`src/rtl/mlm_pkg.sv`:
```
// Package mlm_pkg
// Shared definitions for the multiplexer logic module: pin numbering and
// the width of one pin code for a given number of signal inputs.
package mlm_pkg;

    // Configurable pins, in register order (pin p sits at bits p*CODE_W).
    typedef enum int {
        PIN_W1_D0  = 0,
        PIN_W1_D1  = 1,
        PIN_W1_SEL = 2,
        PIN_W2_D0  = 3,
        PIN_W2_D1  = 4,
        PIN_W2_SEL = 5,
        PIN_S0     = 6,
        PIN_S1     = 7
    } pin_e;

    localparam int NUM_PINS = 8;

    // Code values for the two constant sources; inputs start at SRC_IN0.
    localparam int SRC_ZERO = 0;
    localparam int SRC_ONE  = 1;
    localparam int SRC_IN0  = 2;

    // Bits needed to encode two constants plus n inputs.
    function automatic int code_width(input int n);
        return $clog2(n + 2);
    endfunction

endpackage

```
`src/rtl/mlm_cfg_chain.sv`:
```
// Module mlm_cfg_chain
// Serial configuration register. While en is high, each clock shifts
// din into the top bit and moves the rest down, so the first bit sent
// lands at bit 0 after WIDTH shifts. Assumes a synchronous active-low reset.
module mlm_cfg_chain #(
    parameter int WIDTH = 24
) (
    input  logic             clk,
    input  logic             rst_n,
    input  logic             en,
    input  logic             din,
    output logic [WIDTH-1:0] cfg
);

    // Shift register update: clear on reset, shift when enabled.
    always_ff @(posedge clk) begin
        if (!rst_n) begin
            cfg <= '0;
        end else if (en) begin
            cfg <= {din, cfg[WIDTH-1:1]};
        end
    end

    // configuration is frozen while the enable is low.
    a_r2_hold_when_idle: assert property (@(posedge clk) disable iff (!rst_n)
        (!en && $past(rst_n)) |=> $stable(cfg));

    // the newest serial bit appears at the top of the register.
    a_r2_bit_enters_top: assert property (@(posedge clk) disable iff (!rst_n)
        en |=> cfg[WIDTH-1] == $past(din));

endmodule

```
`src/rtl/mlm_pin_source.sv`:
```
// Module mlm_pin_source
// Source selector for one configurable pin. It decodes a pin code into
// constant 0, constant 1 or one of the signal inputs. Codes past the last
// input give constant 0. Purely combinational.
module mlm_pin_source
    import mlm_pkg::*;
#(
    parameter int NUM_IN = 4,
    parameter int CODE_W = 3
) (
    input  logic [CODE_W-1:0] code,
    input  logic [NUM_IN-1:0] sig_in,
    output logic              val
);

    // Decode the pin code into its selected source value.
    always_comb begin
        val = 1'b0;
        if (code == CODE_W'(SRC_ONE)) begin
            val = 1'b1;
        end
        for (int k = 0; k < NUM_IN; k++) begin
            if (code == CODE_W'(SRC_IN0 + k)) begin
                val = sig_in[k];
            end
        end
    end

    // the constant codes produce their constants.
    always_comb begin
        if (code == CODE_W'(SRC_ZERO)) begin
            a_r3_code_zero: assert (val == 1'b0);
        end
        if (code == CODE_W'(SRC_ONE)) begin
            a_r3_code_one: assert (val == 1'b1);
        end
    end

endmodule

```
`src/rtl/mlm_mux2.sv`:
```
// Module mlm_mux2
// Two-to-one multiplexer: passes d1 when s is 1 and d0 otherwise.
module mlm_mux2 (
    input  logic d0,
    input  logic d1,
    input  logic s,
    output logic y
);

    // Select between the two data inputs.
    always_comb begin
        y = s ? d1 : d0;
    end

endmodule

```
`src/rtl/mux_logic_module.sv`:
```
// Module mux_logic_module
// Configurable logic cell. Eight pin selectors feed two first-level
// multiplexers (the wheels) and an output multiplexer steered by S0 OR S1.
// The configuration loads serially. The output is combinational from the
// configuration and sig_in. Assumes a synchronous active-low reset.
module mux_logic_module
    import mlm_pkg::*;
#(
    parameter int NUM_IN = 4
) (
    input  logic              clk,
    input  logic              rst_n,
    input  logic              cfg_en,
    input  logic              cfg_bit,
    input  logic [NUM_IN-1:0] sig_in,
    output logic              y
);

    localparam int CODE_W = code_width(NUM_IN);
    localparam int CFG_W  = NUM_PINS * CODE_W;

    logic [CFG_W-1:0]    cfg_q;
    logic [NUM_PINS-1:0] pin_val;
    logic                wheel1;
    logic                wheel2;
    logic                out_sel;

    // Serial configuration storage.
    mlm_cfg_chain #(.WIDTH(CFG_W)) u_cfg (
        .clk   (clk),
        .rst_n (rst_n),
        .en    (cfg_en),
        .din   (cfg_bit),
        .cfg   (cfg_q)
    );

    // One source selector per configurable pin.
    for (genvar p = 0; p < NUM_PINS; p++) begin : g_pin
        mlm_pin_source #(.NUM_IN(NUM_IN), .CODE_W(CODE_W)) u_src (
            .code   (cfg_q[p*CODE_W +: CODE_W]),
            .sig_in (sig_in),
            .val    (pin_val[p])
        );
    end

    mlm_mux2 u_wheel1 (
        .d0 (pin_val[PIN_W1_D0]),
        .d1 (pin_val[PIN_W1_D1]),
        .s  (pin_val[PIN_W1_SEL]),
        .y  (wheel1)
    );

    mlm_mux2 u_wheel2 (
        .d0 (pin_val[PIN_W2_D0]),
        .d1 (pin_val[PIN_W2_D1]),
        .s  (pin_val[PIN_W2_SEL]),
        .y  (wheel2)
    );

    // Output select is the OR of the two select pins.
    always_comb begin
        out_sel = pin_val[PIN_S0] | pin_val[PIN_S1];
    end

    mlm_mux2 u_out (
        .d0 (wheel1),
        .d1 (wheel2),
        .s  (out_sel),
        .y  (y)
    );

    // with both output selects low, the cell output follows wheel 1.
    a_r5_low_sel_wheel1: assert property (@(posedge clk) disable iff (!rst_n)
        !(pin_val[PIN_S0] || pin_val[PIN_S1]) |-> (y == wheel1));

    // with either output select high, the cell output follows wheel 2.
    a_r5_high_sel_wheel2: assert property (@(posedge clk) disable iff (!rst_n)
        (pin_val[PIN_S0] || pin_val[PIN_S1]) |-> (y == wheel2));

    // no change of configuration or inputs means no change of output.
    a_r6_output_stable: assert property (@(posedge clk) disable iff (!rst_n)
        ($past(rst_n) && $stable(cfg_q) && $stable(sig_in)) |-> $stable(y));

endmodule

```
`config.mk`:
```
export PLATFORM = sky130hd
export DESIGN_NAME = mux_logic_module
export DESIGN_NICKNAME = d
export VERILOG_FILES = /design/src/rtl/mlm_pkg.sv /design/src/rtl/mlm_cfg_chain.sv /design/src/rtl/mlm_pin_source.sv /design/src/rtl/mlm_mux2.sv /design/src/rtl/mux_logic_module.sv
export SDC_FILE = /design/constraint.sdc
export NUM_CORES = 1
export LEC_CHECK = 0
export BUFFER_PORTS_ARGS = -buffer_cell sky130_fd_sc_hd__clkbuf_2
export CELL_PAD_IN_SITES_DETAIL_PLACEMENT = 0
export CELL_PAD_IN_SITES_GLOBAL_PLACEMENT = 1
export CORE_MARGIN = 4
export CORE_UTILIZATION = 45
export CTS_CLUSTER_SIZE = 25
export DETAILED_ROUTE_END_ITERATION = 12
export PLACE_DENSITY = 0.82
export SLEW_MARGIN = 0
export SYNTH_ARGS = -nofsm -noshare
export SYNTH_HDL_FRONTEND = slang
export SYNTH_SLANG_ARGS = --single-unit
```
`constraint.sdc`:
```
create_clock -name clk -period 1.6 [get_ports clk]
set_input_delay 0.08 -clock clk [delete_from_list [all_inputs] [get_ports clk]]
set_output_delay 0.08 -clock clk [all_outputs]
set_load 0.02 [all_outputs]
```
==> impl_metrics.csv, run 1 <==
group,metric,value,unit
power,power_density,694.7,mW/mm^2
synthesis,ys_seq_elements,24,
critical_path,critPathLaunchType,"register",
sta,period_share,109.9,%
synthesis,mappedNetlistArea,0.001267,sq mm
finish,reg.largest.list,"u_cfg.cfg (24)",
sta,whs,0.01067,ns
detailed_routing,drt-wirelength-per-cell,14.80,um
sta,max_slew_margin,72.90,%
run_status,status,"finished with violations",
detailed_routing,vias,975,
critical_path,crit_cells,6,
clock_tree,h-tree-depth,1,
sta,max_freq,568.6,MHz
critical_path,cp-end-kind,"output port",
power,p_leak,0.5596,nW
job,maxCapViolCount,0,
critical_path,cp_data_required_time,1.52,ns
power,power.total,1.006,mW
floorplanning,initial_core_util,48.94,%
sta,fin_crit,1.759,ns
detailed_routing,drt-initial-drc-count,31,
detailed_routing,wl_met1,1158,um
detailed_routing,drc,0,
critical_path,worstPathArrival,1.68,ns
floorplanning,die_width,61.07,um
synthesis,synth_warnings,0,
critical_path,critPathMaxFanout,6,
synthesis,syn_area_per_cell,9.389,sq um
sta,setup-violations-final,1,
sta,worst_slew_pin_slew,0.4064,ns
synthesis,yosysUniqueCellTypes,25,
critical_path,reg2regPathDepth,2,
detailed_routing,postRouteAntennaNets,0,
global_route,grt_max_degree,25,
place,pre_cts_ws,0.1155,ns
place,io_buffers,8,
floorplanning,fp-row-count,18,
detailed_routing,routed.top_layer,"met4",
finish,fin_util,55.94,%
detailed_routing,wirelength,2530,um
detailed_routing,wl_met3,79,um
min_path,holdCritPathClass,"primary input to register",
run_status,violations,"negative setup slack",
finish,antenna_cells,0,
synthesis,syn_nets,143,
finish,area_delta_synth_final,14.31,%
critical_path,r2r_end,"u_cfg.cfg[22]",
clock_tree,cts_made_buffers,3,
sta,slew_viol_final,0,
clock_tree,cts_tree,"done",
critical_path,cpMaxStageDelayCell,"dfxtp_4",
place,gp_congestion,0.7199,
sta,fin_skew,0.01009,ns
critical_path,slowest_delay,0.40,ns
critical_path,endpoint,"y",
critical_path,crit_buf_inv,1,
clock_tree,clockRootBuffer,"clkbuf_4",
synthesis,ys_seq_area_share,37.91,%
finish,top_register,"u_cfg.cfg",
detailed_routing,drt-vias-per-instance,5.702,
global_route,grt_pass1_vias,951,
critical_path,cp-startpoint,"u_cfg.cfg[15]",
power,vdd_drop_max,0.6228,mV
floorplanning,io_pins,9,
detailed_routing,detail_route.first_pass.iterations,4,
clock_tree,clockBufferDepth,2,
sta,rsz0062_at_grt,"yes",
floorplanning,die_height,61.07,um
clock_tree,worstSkewPairLatency,0.33,ns
global_route,antenna_found_initial,0,
critical_path,crit_family,"compound AO/OA/AOI/OAI gates",
critical_path,path_cells,"nand3b_1, a21oi_2, o221ai_1, o41ai_2, mux2_4, buf_8",
clock_tree,hold_buffers,0,
clock_tree,cts_num_sinks,24,
floorplanning,dieArea,0.003730,sq mm
critical_path,crit_type,"register to output port",
finish,final_nets,150,
floorplanning,core_area,0.002590,sq mm
critical_path,rrSetupSlack,0.88,ns
finish,largest_reg_flops,24,
clock_tree,clkTransAtPathRegs,0.12,ns
place,dp_hpwl,1686,um
synthesis,synthCells,135,
detailed_routing,wl_met2,1250,um
critical_path,r2r_start,"u_cfg.cfg[23]",
global_route,globalRouteOverflowTotal,0,
global_route,grt_pass1_wl,4250,um
sta,post-route-worst-setup-slack,-0.1588,ns
global_route,grt_usage,15.30,%
sta,hold_viol_final,0,
finish,drive_gt1_share,28.37,%
[area by class of cell]
type | count | area (sq um)
clock buffers | 4 | 36.28
fillers | 252 | 1141
inverters | 5 | 18.77
multi-input cells | 99 | 774.5
flip-flops and latches | 24 | 511.7
well taps | 30 | 37.54
repair buffers | 9 | 70.07
[synthesized netlist by cell type]
| library cell | instances | area share (%) |
|---|---|---|
| a211oi_1 | 3 | 1.8 |
| a21o_1 | 1 | 0.59 |
| a21oi_1 | 4 | 1.6 |
| a21oi_2 | 1 | 0.69 |
| a22oi_1 | 3 | 1.8 |
| a311oi_1 | 1 | 0.69 |
| and2b_2 | 2 | 1.4 |
| buf_2 | 3 | 1.2 |
| buf_6 | 2 | 1.8 |
| clkbuf_1 | 2 | 0.59 |
| dfxtp_1 | 24 | 38 |
| inv_1 | 4 | 1.2 |
| inv_2 | 1 | 0.30 |
| mux2_2 | 1 | 0.89 |
| mux2i_1 | 25 | 20 |
| nand2_1 | 9 | 2.7 |
| nand3b_1 | 5 | 3.0 |
| nor2_1 | 4 | 1.2 |
| nor2b_1 | 25 | 12 |
| o211a_1 | 1 | 0.79 |
| o211ai_1 | 2 | 1.2 |
| o211ai_2 | 1 | 0.99 |
| o21ai_0 | 6 | 2.4 |
| o221ai_1 | 4 | 2.8 |
| o41ai_1 | 1 | 0.69 |
[cells in the final DEF, fill, tap and decap left out, drive strengths merged, types with 2 or more instances in the layout]
cell type  synthesis  layout
a22oi              3       3
buf                5       2
a211oi             3       3
o21ai              6       6
clkbuf             2      11
dfxtp             24      24
nand3b             5       5
nor2               4       4
nand2              9       9
nor2b             25      25
o221ai             4       4
o211ai             3       3
mux2i             25      25
a21oi              5       5
and2b              2       2
inv                5       5
[timing repair]
item,4_1_cts,5_1_grt
resized for setup,14,20
setup endpoints to repair,1,1
buffers inserted,0,0
pin swaps,1,5
[cells by family (layout without fill, tap and decap cells)]
| logic type | Yosys count | count (layout) | synth area share [%] |
|---|---|---|---|
| multiplexers | 26 | 26 | 20.63 |
| flip-flops | 24 | 24 | 37.91 |
| AND/OR/NAND/NOR | 45 | 45 | 20.53 |
| buffers and inverters | 12 | 18 | 5.034 |
| AO/OA/AOI/OAI | 28 | 28 | 15.89 |
[how the worst min path moves through the flow]
| stage | slack [ns] | startpoint | depth (start not counted) | endpoint |
|---|---|---|---|---|
| final | 0.01 | cfg_bit | 3 | u_cfg.cfg[23] |
| after global routing | 0.01 | cfg_bit | 3 | u_cfg.cfg[23] |
| after CTS | 0.006 | cfg_bit | 3 | u_cfg.cfg[23] |
| after detailed placement | 0.36 | cfg_bit | 3 | u_cfg.cfg[23] |
| after global placement | 0.35 | cfg_bit | 3 | u_cfg.cfg[23] |
| after floorplan | 0.21 | rst_n | 1 | u_cfg.cfg[16] |
[power breakdown]
part           leakage, nW  internal [mW]  switching [mW]  total, mW
sequential           0.202          0.591         0.00490      0.596
clock               0.0210          0.140           0.189      0.329
combinational        0.337         0.0371          0.0446     0.0817
total                0.560          0.768           0.239       1.01
[through the flow]
step / setup TNS [ns] / cell area (sq um) / cells
floorplan: 0 / 1267 / 135
global placement: 0 / 1320 / 167
detailed placement: 0 / 1320 / 167
CTS: -0.1683 / 1386 / 171
global route: -0.2612 / 1449 / 171
finish: -0.1588 / 1449 / 171
[per-layer routing]
layer,vias to the layer above,global-route usage [%]
met5,-,0
met4,0,5.573
met3,5,5.031
met2,12,25.23
met1,467,18.57
li1,491,-
[worst register-to-register path, cell delays in order (launching register included)]
cell and delay [ns]:
dfxtp_1 0.45, mux2i_1 0.11, nor2b_1 0.11
(Power assumes the default switching activity.)
==> run 2, diff against run 1 <==
--- a/config.mk
+++ b/config.mk
@@ -8,12 +8,13 @@
 export BUFFER_PORTS_ARGS = -buffer_cell sky130_fd_sc_hd__clkbuf_2
 export CELL_PAD_IN_SITES_DETAIL_PLACEMENT = 0
 export CELL_PAD_IN_SITES_GLOBAL_PLACEMENT = 1
+export CORE_ASPECT_RATIO = 1.25
 export CORE_MARGIN = 4
 export CORE_UTILIZATION = 45
 export CTS_CLUSTER_SIZE = 25
 export DETAILED_ROUTE_END_ITERATION = 12
 export PLACE_DENSITY = 0.82
-export SLEW_MARGIN = 0
+export SLEW_MARGIN = 20
 export SYNTH_ARGS = -nofsm -noshare
 export SYNTH_HDL_FRONTEND = slang
 export SYNTH_SLANG_ARGS = --single-unit
==> impl_metrics.csv, run 2 (synthesis gave the netlist of run 1 again) <==
group,metric,value,unit
critical_path,crit_family,"compound AO/OA/AOI/OAI gates",
clock_tree,hold_buffers,0,
clock_tree,cts_made_buffers,3,
floorplanning,die_height,67.34,um
global_route,grt_pass1_vias,926,
clock_tree,cts_tree,"done",
finish,top_register,"u_cfg.cfg",
critical_path,cp-end-kind,"output port",
clock_tree,clkTransAtPathRegs,0.12,ns
run_status,violations,"negative setup slack",
floorplanning,io_pins,9,
global_route,use_met1,16.92,%
finish,final_cell_mix,"mux2i_1, nor2b_1, dfxtp_1, nand2_1, dfxtp_2",
critical_path,critPathLaunchType,"register",
critical_path,slowest_delay,0.37,ns
global_route,grt_util_met2,24.11,%
finish,reg.largest.list,"u_cfg.cfg (24)",
global_route,grt_pass1_wl,4133,um
detailed_routing,drc,0,
run_status,status,"finished with violations",
floorplanning,initial_core_util,47.29,%
detailed_routing,wirelength,2453,um
sta,post-route-worst-setup-slack,-0.1511,ns
power,p_leak,0.5641,nW
clock_tree,h-tree-depth,1,
global_route,grt_usage,13.73,%
power,power_density,707.2,mW/mm^2
sta,rsz0062_at_grt,"yes",
job,maxCapViolCount,0,
floorplanning,core_area,0.002680,sq mm
sta,whs,0.03133,ns
finish,n_fill_cell,261,
sta,fin_setup_tns,-0.1511,ns
finish,largest_reg_flops,24,
detailed_routing,drt-vias-per-instance,5.475,
global_route,top_usage_layer,"met2",
finish,fin_cells,177,
clock_tree,clockBufferDepth,2,
sta,worst_slew_pin_slew,0.3776,ns
critical_path,path_cells,"a21oi_2, a311oi_2, o221ai_1, o41ai_2, mux2_4, clkbuf_8",
detailed_routing,vias,969,
clock_tree,worstSkewPairLatency,0.31,ns
place,gp_congestion,0.7707,
finish,antenna_cells,0,
power,vdd_drop_max,0.4346,mV
critical_path,crit_buf_inv,1,
detailed_routing,postRouteAntennaNets,0,
finish,drive_gt1_share,22.38,%
finish,area_delta_synth_final,11.75,%
power,power.total,1.002,mW
clock_tree,clockRootBuffer,"clkbuf_4",
global_route,use_met3,1.721,%
critical_path,crit_type,"register to output port",
sta,fin_crit,1.751,ns
critical_path,cp_data_required_time,1.52,ns
global_route,grt_max_degree,25,
detailed_routing,detail_route.first_pass.iterations,4,
global_route,globalRouteOverflowTotal,0,
sta,slew_viol_final,0,
sta,period_share,109.4,%
critical_path,worstPathArrival,1.67,ns
finish,multiInputGateArea,740.7,sq um
sta,fin_skew,0.01027,ns
finish,seq_area,494.2,sq um
sta,setup-violations-final,1,
clock_tree,cts_num_sinks,24,
place,dp_hpwl,1660,um
sta,hold_viol_final,0,
critical_path,cpMaxStageDelayCell,"dfxtp_2",
min_path,holdCritPathClass,"primary input to register",
floorplanning,fp-row-count,21,
finish,final_nets,152,
sta,max_slew_margin,74.83,%
place,io_buffers,8,
sta,max_freq,571.1,MHz
place,dp_cells,171,
critical_path,critPathMaxFanout,5,
floorplanning,dieArea,0.003735,sq mm
detailed_routing,drt-wirelength-per-cell,13.86,um
floorplanning,die_width,55.47,um
global_route,antenna_found_initial,0,
detailed_routing,drt-initial-drc-count,15,
==> run 2: cell count changes in the layout (fill, tap and decap cells not counted), moves of 2 or more <==
cell | before | now
buf_4 | 0 | 2
o221ai_2 | 2 | 0
o221ai_1 | 2 | 4
dfxtp_4 | 6 | 1
a211oi_1 | 1 | 3
a211oi_2 | 2 | 0
dfxtp_1 | 11 | 15
==> run 2: path summary, 6_finish.rpt <==
check,from,endpoint,slack [ns],depth (start not counted)
hold / removal,cfg_bit,u_cfg.cfg[23],0.03,3
setup / recovery,u_cfg.cfg[16],y,-0.15,6
hold reg to reg,u_cfg.cfg[6],u_cfg.cfg[6],0.56,2
setup reg to reg,u_cfg.cfg[15],u_cfg.cfg[14],0.81,3
==> run 2: routing by layer <==
metal  wire length, um  up-vias
met5                 0        -
met4                42        0
met3                53        4
met2              1183       12
met1              1175      458
li1                  -      495
==> run 2: what timing repair did <==
item | CTS | global route
endpoints found under the setup margin | 1 | 1
pin swaps | 5 | 0
setup buffers | 2 | 0
gates resized for setup | 15 | 2
==> run 2: where the power goes <==
group | internal (mW) | total, mW | switching [mW]
clock | 0.139 | 0.319 | 0.180
sequential | 0.599 | 0.603 | 0.00410
combinational | 0.0364 | 0.0797 | 0.0433
total | 0.774 | 1.00 | 0.228
==> run 2: metrics by stage <==
step	worst slack (ns)	instance area [sq um]	utilization, %
4_1_cts	-0.1348	1415	52.80
6_report	-0.1511	1416	52.85
5_1_grt	-0.2498	1416	52.85
3_3_place_gp	0.1843	1325	49.44
3_5_place_dp	0.1122	1325	49.44
2_1_floorplan	0.3230	1267	-
==> run 2: worst register-to-register path, cell delays in order (launching register included) <==
cell,delay [ns]
dfxtp_4,0.38
buf_4,0.13
mux2i_1,0.12
nor2b_1,0.06
==> run 2: layout make-up <==
type | instances | area share (%)
multi-input cells | 99 | 52.30
flip-flops and latches | 24 | 34.89
repair buffers | 11 | 5.919
well taps | 34 | 3.004
clock buffers | 4 | 2.562
inverters | 5 | 1.325
